`src/rtl/capwalk_pkg.sv`:
```
package capwalk_pkg;
    localparam int CFG_BYTES = 4096;
    localparam int DW_AW     = $clog2(CFG_BYTES / 4);
    localparam int PTR_W     = $clog2(CFG_BYTES);

    localparam logic [PTR_W-1:0] EXT_BASE  = PTR_W'(256);
    localparam logic [PTR_W-1:0] CLS_FLOOR = PTR_W'(64);

    localparam logic [DW_AW-1:0] STAT_DW  = DW_AW'(1);
    localparam logic [DW_AW-1:0] CPTR_DW  = DW_AW'(13);
    localparam int               CAPS_BIT = 20;

    typedef enum logic [2:0] {
        S_IDLE,
        S_STAT,
        S_CPTR,
        S_CLS,
        S_EXT
    } walk_state_t;
endpackage

```
`src/rtl/capwalk_ptr_chk.sv`:
```
module capwalk_ptr_chk #(
    parameter int W     = 12,
    parameter int FLOOR = 64
) (
    input  logic [W-1:0] raw,
    output logic [W-1:0] aligned,
    output logic         is_end,
    output logic         is_low
);
    assign aligned = {raw[W-1:2], 2'b00};
    assign is_end  = (aligned == '0);
    assign is_low  = !is_end && (aligned < W'(FLOOR));
endmodule

```
`src/rtl/capwalk_step_ctr.sv`:
```
module capwalk_step_ctr #(
    parameter int LIMIT = 48
) (
    input  logic clk,
    input  logic rst_n,
    input  logic clr,
    input  logic inc,
    output logic at_limit
);
    localparam int CW = $clog2(LIMIT + 1);
    localparam logic [CW-1:0] LAST = CW'(LIMIT - 1);

    logic [CW-1:0] cnt;

    always_ff @(posedge clk) begin
        if (!rst_n)
            cnt <= '0;
        else if (clr)
            cnt <= '0;
        else if (inc && cnt != LAST)
            cnt <= cnt + 1'b1;
    end

    assign at_limit = (cnt == LAST);


    cnt_range_chk: assert property (@(posedge clk) disable iff (!rst_n) cnt <= LAST);
endmodule

```
`src/rtl/cap_chain_walker.sv`:
```
module cap_chain_walker
    import capwalk_pkg::*;
#(
    parameter int CLS_LIMIT = 48,
    parameter int EXT_LIMIT = 960
) (
    input  logic             clk,
    input  logic             rst_n,
    input  logic             start,
    output logic             rd_req,
    output logic [DW_AW-1:0] rd_addr,
    input  logic             rd_valid,
    input  logic [31:0]      rd_data,
    output logic             rec_valid,
    output logic [PTR_W-1:0] rec_off,
    output logic [15:0]      rec_id,
    output logic [3:0]       rec_ver,
    output logic             rec_ext,
    output logic             walk_done,
    output logic             walk_err
);
    walk_state_t      st, st_nx;
    logic [PTR_W-1:0] ptr_q, ptr_d;
    logic emit, emit_ext, fin_ok, fin_err, cls_clr, ext_clr;

    // pointer sanity checks
    logic [PTR_W-1:0] c_raw, c_al, x_al;
    logic             c_end, c_low, x_end, x_low;

    assign c_raw = {4'h0, (st == S_CPTR) ? rd_data[7:0] : rd_data[15:8]};

    capwalk_ptr_chk #(.W(PTR_W), .FLOOR(64)) u_cls_chk (
        .raw(c_raw), .aligned(c_al), .is_end(c_end), .is_low(c_low));
    capwalk_ptr_chk #(.W(PTR_W), .FLOOR(256)) u_ext_chk (
        .raw(rd_data[31:20]), .aligned(x_al), .is_end(x_end), .is_low(x_low));

    // loop protection
    logic cls_last, ext_last, cls_inc, ext_inc;
    assign cls_inc = (st == S_CLS) && rd_valid;
    assign ext_inc = (st == S_EXT) && rd_valid;

    capwalk_step_ctr #(.LIMIT(CLS_LIMIT)) u_cls_ctr (
        .clk(clk), .rst_n(rst_n), .clr(cls_clr), .inc(cls_inc), .at_limit(cls_last));
    capwalk_step_ctr #(.LIMIT(EXT_LIMIT)) u_ext_ctr (
        .clk(clk), .rst_n(rst_n), .clr(ext_clr), .inc(ext_inc), .at_limit(ext_last));

    // next-state and decision logic
    always_comb begin
        st_nx    = st;
        ptr_d    = ptr_q;
        emit     = 1'b0;
        emit_ext = 1'b0;
        fin_ok   = 1'b0;
        fin_err  = 1'b0;
        cls_clr  = 1'b0;
        ext_clr  = 1'b0;
        unique case (st)
            S_IDLE: if (start) st_nx = S_STAT;
            S_STAT: if (rd_valid) begin
                if (rd_data[CAPS_BIT]) begin
                    st_nx = S_CPTR;
                end else begin
                    st_nx = S_EXT; ptr_d = EXT_BASE; ext_clr = 1'b1;
                end
            end
            S_CPTR: if (rd_valid) begin
                if (c_end) begin
                    st_nx = S_EXT; ptr_d = EXT_BASE; ext_clr = 1'b1;
                end else if (c_low) begin
                    st_nx = S_IDLE; fin_err = 1'b1;
                end else begin
                    st_nx = S_CLS; ptr_d = c_al; cls_clr = 1'b1;
                end
            end
            S_CLS: if (rd_valid) begin
                emit = 1'b1;
                if (c_end) begin
                    st_nx = S_EXT; ptr_d = EXT_BASE; ext_clr = 1'b1;
                end else if (c_low || cls_last) begin
                    st_nx = S_IDLE; fin_err = 1'b1;
                end else begin
                    ptr_d = c_al;
                end
            end
            S_EXT: if (rd_valid) begin
                if (ptr_q == EXT_BASE && rd_data == '0) begin
                    st_nx = S_IDLE; fin_ok = 1'b1;
                end else begin
                    emit = 1'b1; emit_ext = 1'b1;
                    if (x_end) begin
                        st_nx = S_IDLE; fin_ok = 1'b1;
                    end else if (x_low || ext_last) begin
                        st_nx = S_IDLE; fin_err = 1'b1;
                    end else begin
                        ptr_d = x_al;
                    end
                end
            end
            default: st_nx = S_IDLE;
        endcase
    end

    // state register
    always_ff @(posedge clk) begin
        if (!rst_n) begin
            st    <= S_IDLE;
            ptr_q <= '0;
        end else begin
            st    <= st_nx;
            ptr_q <= ptr_d;
        end
    end

    // outputs
    assign rd_req  = (st != S_IDLE);
    assign rd_addr = (st == S_STAT) ? STAT_DW :
                     (st == S_CPTR) ? CPTR_DW : ptr_q[PTR_W-1:2];

    always_ff @(posedge clk) begin
        if (!rst_n) begin
            rec_valid <= 1'b0;
            rec_off   <= '0;
            rec_id    <= '0;
            rec_ver   <= '0;
            rec_ext   <= 1'b0;
            walk_done <= 1'b0;
            walk_err  <= 1'b0;
        end else begin
            rec_valid <= emit;
            walk_done <= fin_ok;
            walk_err  <= fin_err;
            if (emit) begin
                rec_off <= ptr_q;
                rec_ext <= emit_ext;
                rec_id  <= emit_ext ? rd_data[15:0] : {8'h00, rd_data[7:0]};
                rec_ver <= emit_ext ? rd_data[19:16] : 4'h0;
            end
        end
    end


    rd_hold_chk: assert property (@(posedge clk) disable iff (!rst_n)
        (rd_req && !rd_valid) |=> (rd_req && $stable(rd_addr)));

    end_excl_chk: assert property (@(posedge clk) disable iff (!rst_n)
        !(walk_done && walk_err));

    end_idle_chk: assert property (@(posedge clk) disable iff (!rst_n)
        (walk_done || walk_err) |-> !rd_req);

    cls_range_chk: assert property (@(posedge clk) disable iff (!rst_n)
        (rec_valid && !rec_ext) |-> (rec_off >= CLS_FLOOR && rec_off < EXT_BASE && rec_ver == 4'h0));

    ext_range_chk: assert property (@(posedge clk) disable iff (!rst_n)
        (rec_valid && rec_ext) |-> (rec_off >= EXT_BASE && rec_off[1:0] == 2'b00));
endmodule

```
`config.mk`:
```
export PLATFORM = sky130hd
export DESIGN_NAME = cap_chain_walker
export DESIGN_NICKNAME = d
export VERILOG_FILES = /design/src/rtl/capwalk_pkg.sv /design/src/rtl/capwalk_ptr_chk.sv /design/src/rtl/capwalk_step_ctr.sv /design/src/rtl/cap_chain_walker.sv
export SDC_FILE = /design/constraint.sdc
export NUM_CORES = 1
export LEC_CHECK = 0
export BUFFER_PORTS_ARGS = -buffer_cell sky130_fd_sc_hd__buf_2
export CAP_MARGIN = 20
export CORE_MARGIN = 1.5
export CORE_UTILIZATION = 53
export DETAILED_ROUTE_END_ITERATION = 10
export PLACE_DENSITY_LB_ADDON = 0.1
export SYNTH_ARGS = -nofsm -noshare
export SYNTH_HDL_FRONTEND = slang
export SYNTH_SLANG_ARGS = --single-unit
```
`constraint.sdc`:
```
create_clock -name clk -period 2 [get_ports clk]
set_input_delay 0.1 -clock clk [delete_from_list [all_inputs] [get_ports clk]]
set_output_delay 0.1 -clock clk [all_outputs]
set_load 0.01 [all_outputs]
```
* After elaboration in Yosys (flattened, before gate mapping) *
Cells that the tools add are included.

storage, ports and cells
  memory bits (read-only) = 0
  bits in latches = 0
  bits in registers = 67
  RAM bits = 0
  memories kept = 0
  word-level logic and storage cells = 120
  input bits = 36
  output and inout bits = 47

cells by class
  muxes and demuxes = 59
  equality and inequality tests = 22
  $lt $le $gt $ge = 2
  add/sub/neg operators = 2
  divide/modulo/power cells = 0
  multiply operators = 0
  bitwise operators = 1
  reduce and logical (&&, ||, !) cells = 23
  shift-type cells = 0

operator list
  kind                                                                            count
  12-bit two-way mux                                                              12
  12-bit one-hot mux with 4 select lines                                          1
  3-bit two-way mux                                                               12
  32-bit logical NOT                                                              1
  12-bit logical NOT                                                              2
  1-bit two-way mux                                                               24
  10-bit two-way mux                                                              2
  2-bit inequality test (second input constant)                                   9
  16-bit two-way mux                                                              1
  3-bit one-hot mux with 5 select lines                                           1
  12-bit by 9-bit == test with 1-bit output (second input constant)               1
  12-bit by 9-bit less-than comparator with 1-bit output (second input constant)  1
  11-bit AND reduction                                                            1
  10-bit by 1-bit adder with 10-bit output (second input constant)                1
  10-bit == test (second input constant)                                          1
  10-bit inequality test (second input constant)                                  1
  8-bit by 7-bit less-than comparator with 1-bit output (second input constant)   1
  8-bit two-way mux                                                               1
  1-bit logical AND                                                               7
  7-bit AND reduction                                                             1
  6-bit by 1-bit adder with 6-bit output (second input constant)                  1
  3-bit by 2-bit == test with 1-bit output (second input constant)                2
  6-bit == test (second input constant)                                           1
  3-bit by 2-bit inequality test with 1-bit output (second input constant)        2
  17 further kinds                                                                22

* Logic depth before layout (Yosys ltp) *
  depth in word-level cells = 10
  gate-level depth with buffers = 8
  depth with buffers taken out = 6

* Hierarchy *
Synthesis repeated with hierarchy kept, for this count alone.

second synthesis, totals
  cells, all modules = 428
  area total of the unflattened synthesis = 3733.6 sq um

by module, submodules not included
  module                        area each (sq um)  instances  cells an instance  sequential area each (sq um)
  cap_chain_walker              2577.5             1          292                1021.0
  capwalk_step_ctr (u_ext_ctr)  568.0              1          66                 200.2
  capwalk_step_ctr (u_cls_ctr)  304.0              1          35                 120.1
  capwalk_ptr_chk (u_ext_chk)   143.9              1          18                 0.0
  capwalk_ptr_chk (u_cls_chk)   140.1              1          17                 0.0

* Worst setup path after synthesis *
OpenSTA, ideal clock, no wires.

  path kind = register to register
  start point = register u_ext_ctr.cnt[0]
  end point = register u_ext_ctr.cnt[8]
  cell stages (with the launch flop) = 7
  buffers on the path = 0
  arrival time = 1.644 ns
  required time = 1.922 ns
  clock period less this slack = 1.722 ns
  setup time = 0.078 ns
  path slack = 0.278 ns
  cells stage by stage = dfxtp_1 ha_1 and4b_1 a31o_2 or3_1 xor2_1 nor3_1

between the ends
  word-level cells in the longest chain between the ends = 2
  elaborated cells between the ends (all ways) = 3
  those cells by class = 1 x add/sub; 1 x eq/ne; 1 x reduce/logical

RTL lines
  element                                                                                           line                    RTL
  start: declaration                                                                                capwalk_step_ctr.sv:13  logic [CW-1:0] cnt;
  start signal: assignment                                                                          capwalk_step_ctr.sv:21  cnt <= cnt + 1'b1;
  parallel branches: the longest is 2 deep, another holds 10-bit by 1-bit adder with 10-bit output  -

Parallel ways; which one is timed is not known.
A chain may end at the register's enable or synchronous reset.

* Final worst setup path *
  start point = input rd_data[9]
  end point = register rec_off[10]

between the ends
  word-level cells in the longest chain between the ends = 5

RTL lines
  element                                line                     RTL
  start: declaration                     cap_chain_walker.sv:13   input logic [31:0] rd_data,
  32-bit logical NOT                     cap_chain_walker.sv:86   if (ptr_q == EXT_BASE && rd_data == '0) begin
  1-bit logical AND                      cap_chain_walker.sv:86
  1-bit two-way mux                      cap_chain_walker.sv:86
  1-bit two-way mux                      cap_chain_walker.sv:85   S_EXT: if (rd_valid) begin
  1-bit one-hot mux with 2 select lines  cap_chain_walker.sv:57   unique case (st)
  end signal: assignment                 cap_chain_walker.sv:133  rec_off <= ptr_q;
  end: declaration                       cap_chain_walker.sv:15   output logic [PTR_W-1:0] rec_off,

No other way between the ends.

==> results.yml <==
final_layout:
  fillers: 463
  final-seq-area_sq_um: 1261
  final_area_sq_um: 4009
  layout.nets: 484
  drive_gt1_share_pct: 35.03
  final_common_cell: "buf_2"
  multi_input_area_sq_um: 1759
  final_cell_mix: "buf_2 (80), dfxtp_1 (63), nand2_1 (39)"
  syn2layout_area_growth_pct: 26.69
sta:
  maxSlewViolCount: 0
  fin_ws_ns: 0.001544
  fin_crit_sh_pct: 99.92
  setup_viol: 0
  rsz0062_at_grt: "yes"
  slew_headroom_pct: 66.50
  tightestPinTransition_ns: 0.5007
  fin_worst_skew_ns: 0.007086
  timing.fmax_mhz: 500.4
  layout_min_cycle_time_ns: 1.998
  hold_viol_final: 0
detailed_routing:
  vias_per_cell: 5.540
  first_pass_iters: 4
  drc: 0
  ant_nets: 0
  drt_iter0_drc: 150
  routed_wl_um: 7847
  num_vias: 2903
  wl_per_cell_um: 14.98
synth:
  synthDistinctLibCells: 55
  syn_area_sq_um: 3164
  yosysWarnings: 0
  seq_area_frac_synth_pct: 39.86
  synth_edf_count: 0
  synthFlopType: "dfxtp_1"
  ys_ff_latch: 63
  syn_inst: 350
  avgSynthCellArea_sq_um: 9.041
  async_reset_ff_share_pct: 0
critical_path:
  end_kind: "flop"
  cp-start-kind: "input port"
  r2r_slack_ns: 0.07
  critPathRequiredTime_ns: 2.28
  cp_data_arrival_time_ns: 2.28
  reg2reg_depth: 7
  worstSetupPathType: "input port to flop"
  crit_fanout: 18
floorplan:
  initial_core_util_pct: 56.09
  core-area_sq_um: 5642
  io_pins: 83
  die_area_sq_um: 6443
  rows: 27
  die_w_um: 80.27
  die-height_um: 80.27
place:
  pre_cts_ws_ns: -0.02922
  place_hpwl_um: 5442
  io_buffers: 80
  place_area_sq_um: 3687
  globalplace.congestion: 0.8656
clock_tree:
  h-tree-depth: 3
  clkTransAtPathRegs_ns: 0.07
  clkLatencyLatePin_ns: 0.34
  clock_path_buffers: 2
  cts_tree: "built"
  clock_sinks: 63
  cts_inserted_buffers: 9
  cts_root_buf: "clkbuf_8"
global_route:
  gr-total-overflow: 0
  grt_pass1_vias: 2679
  grt_pass1_wl_um: 12300
  antenna_found_initial: 0
  grt_max_degree: 38
  track_usage_pct: 24.58
min_path:
  hold_depth: 2
  hold_class: "input port to flop"
power:
  p_leak_nw: 1.663
  max-vdd-ir-drop_mv: 0.4745
  powerDensity_nw_per_um2: 755.3
run:
  maxCapViolCount: 0
status:
  status: "complete, no violations"
kinds of logic (layout without fill, tap and decap cells):
| kind of cell | Yosys count | after routing | synth area share, % |
|---|---|---|---|
| DFF | 63 | 63 | 39.86 |
| adders and majority gates | 2 | 2 | 0.7907 |
| other | 1 | 3 | 0.1185 |
| buffers and inverters | 29 | 129 | 5.970 |
| and+or+nand+nor | 157 | 157 | 27.72 |
| xor gates and xnor gates | 15 | 15 | 4.152 |
| AOI/OAI and AO/OA | 63 | 63 | 15.07 |
| muxes | 20 | 20 | 6.327 |
layer usage:
layer  global-route usage [%]  share of wire, %  vias up  routed length (um)
li1                         -                 -     1448                   -
met2                    40.34                47       82                3695
met3                    4.773               5.6       22                 436
met4                    11.38               2.2        0                 170
met1                    30.91                45     1351                3545
met5                        0                 0        -                   0
timing repair:
item                       CTS  global route
resized for setup            2             5
buffers inserted             0             1
hold endpoints to repair     6             0
hold buffers                 6             0
gates cloned                 0             2
pin swaps                    0             1
setup endpoints to repair   21            14
state kept, by name (all words and copies together), names as in the netlist, 3 cells and up:
name / count
ptr_q: 10
rec_ver: 4
rec_id: 16
u_ext_ctr.cnt: 10
st: 3
u_cls_ctr.cnt: 6
rec_off: 10
report_power, final:
| part | internal (mW) | switching, mW |
|---|---|---|
| clock | 0.604 | 0.475 |
| sequential | 1.28 | 0.0193 |
| combinational | 0.282 | 0.364 |
cell usage after synthesis (6+ instances only):
library cell | count | area, sq um
xor2_1 | 8 | 70.07
xnor2_1 | 7 | 61.31
clkbuf_1 | 8 | 30.03
nand4_1 | 6 | 37.54
buf_2 | 9 | 45.04
nor4_1 | 8 | 50.05
nand2_1 | 39 | 146.4
dfxtp_1 | 63 | 1261
mux2i_1 | 20 | 200.2
a21oi_1 | 9 | 45.04
nand3_1 | 19 | 95.09
nor3_1 | 13 | 65.06
nand2b_1 | 6 | 37.54
a22o_1 | 10 | 87.58
o21ai_2 | 11 | 96.34
nor2b_1 | 8 | 50.05
nor2_1 | 24 | 90.09
o21ai_0 | 15 | 75.07
nand3_2 | 12 | 120.1
stage by stage:
stage	hold WS, ns	cells	power, mW	util, %	setup TNS (ns)
after floorplan	0.2255	351	1.745	-	0
after global placement	0.3260	498	1.942	65.36	0
after detailed placement	0.3307	498	1.948	65.36	-0.1216
after CTS	0.004879	520	3.030	70.02	0
after global routing	0.01175	523	3.160	71.01	-0.1198
final	0.009214	524	3.028	71.06	0
worst paths after layout:
| kind | start | to |
|---|---|---|
| worst min-delay path | rd_data[12] | rec_id[12] |
| worst max register to register | ptr_q[11] | rec_off[10] |
| worst min register to register | rec_off[6] | rec_off[6] |
| worst max-delay path | rd_data[9] | rec_off[10] |
critical path, stage by stage:
cell and delay [ns]:
dlygate4sd3_1 0.54, buf_2 0.14, nor4_1 0.31, nand3_1 0.22
o41ai_4 0.38, buf_4 0.21, buf_8 0.21, nand3_2 0.10
o21ai_2 0.06
layout make-up:
cell class	instances	share of cell area, %
Antenna cell	1	0.06242
Timing Repair Buffer	110	17.32
Inverter	3	0.2809
Clock buffer	12	3.620
Multi-Input combinational cell	259	43.88
Clock inverter	4	1.124
Tap cell	72	2.247
Sequential cell	63	31.46
No activity file was read; power rests on OpenSTA's default activity.
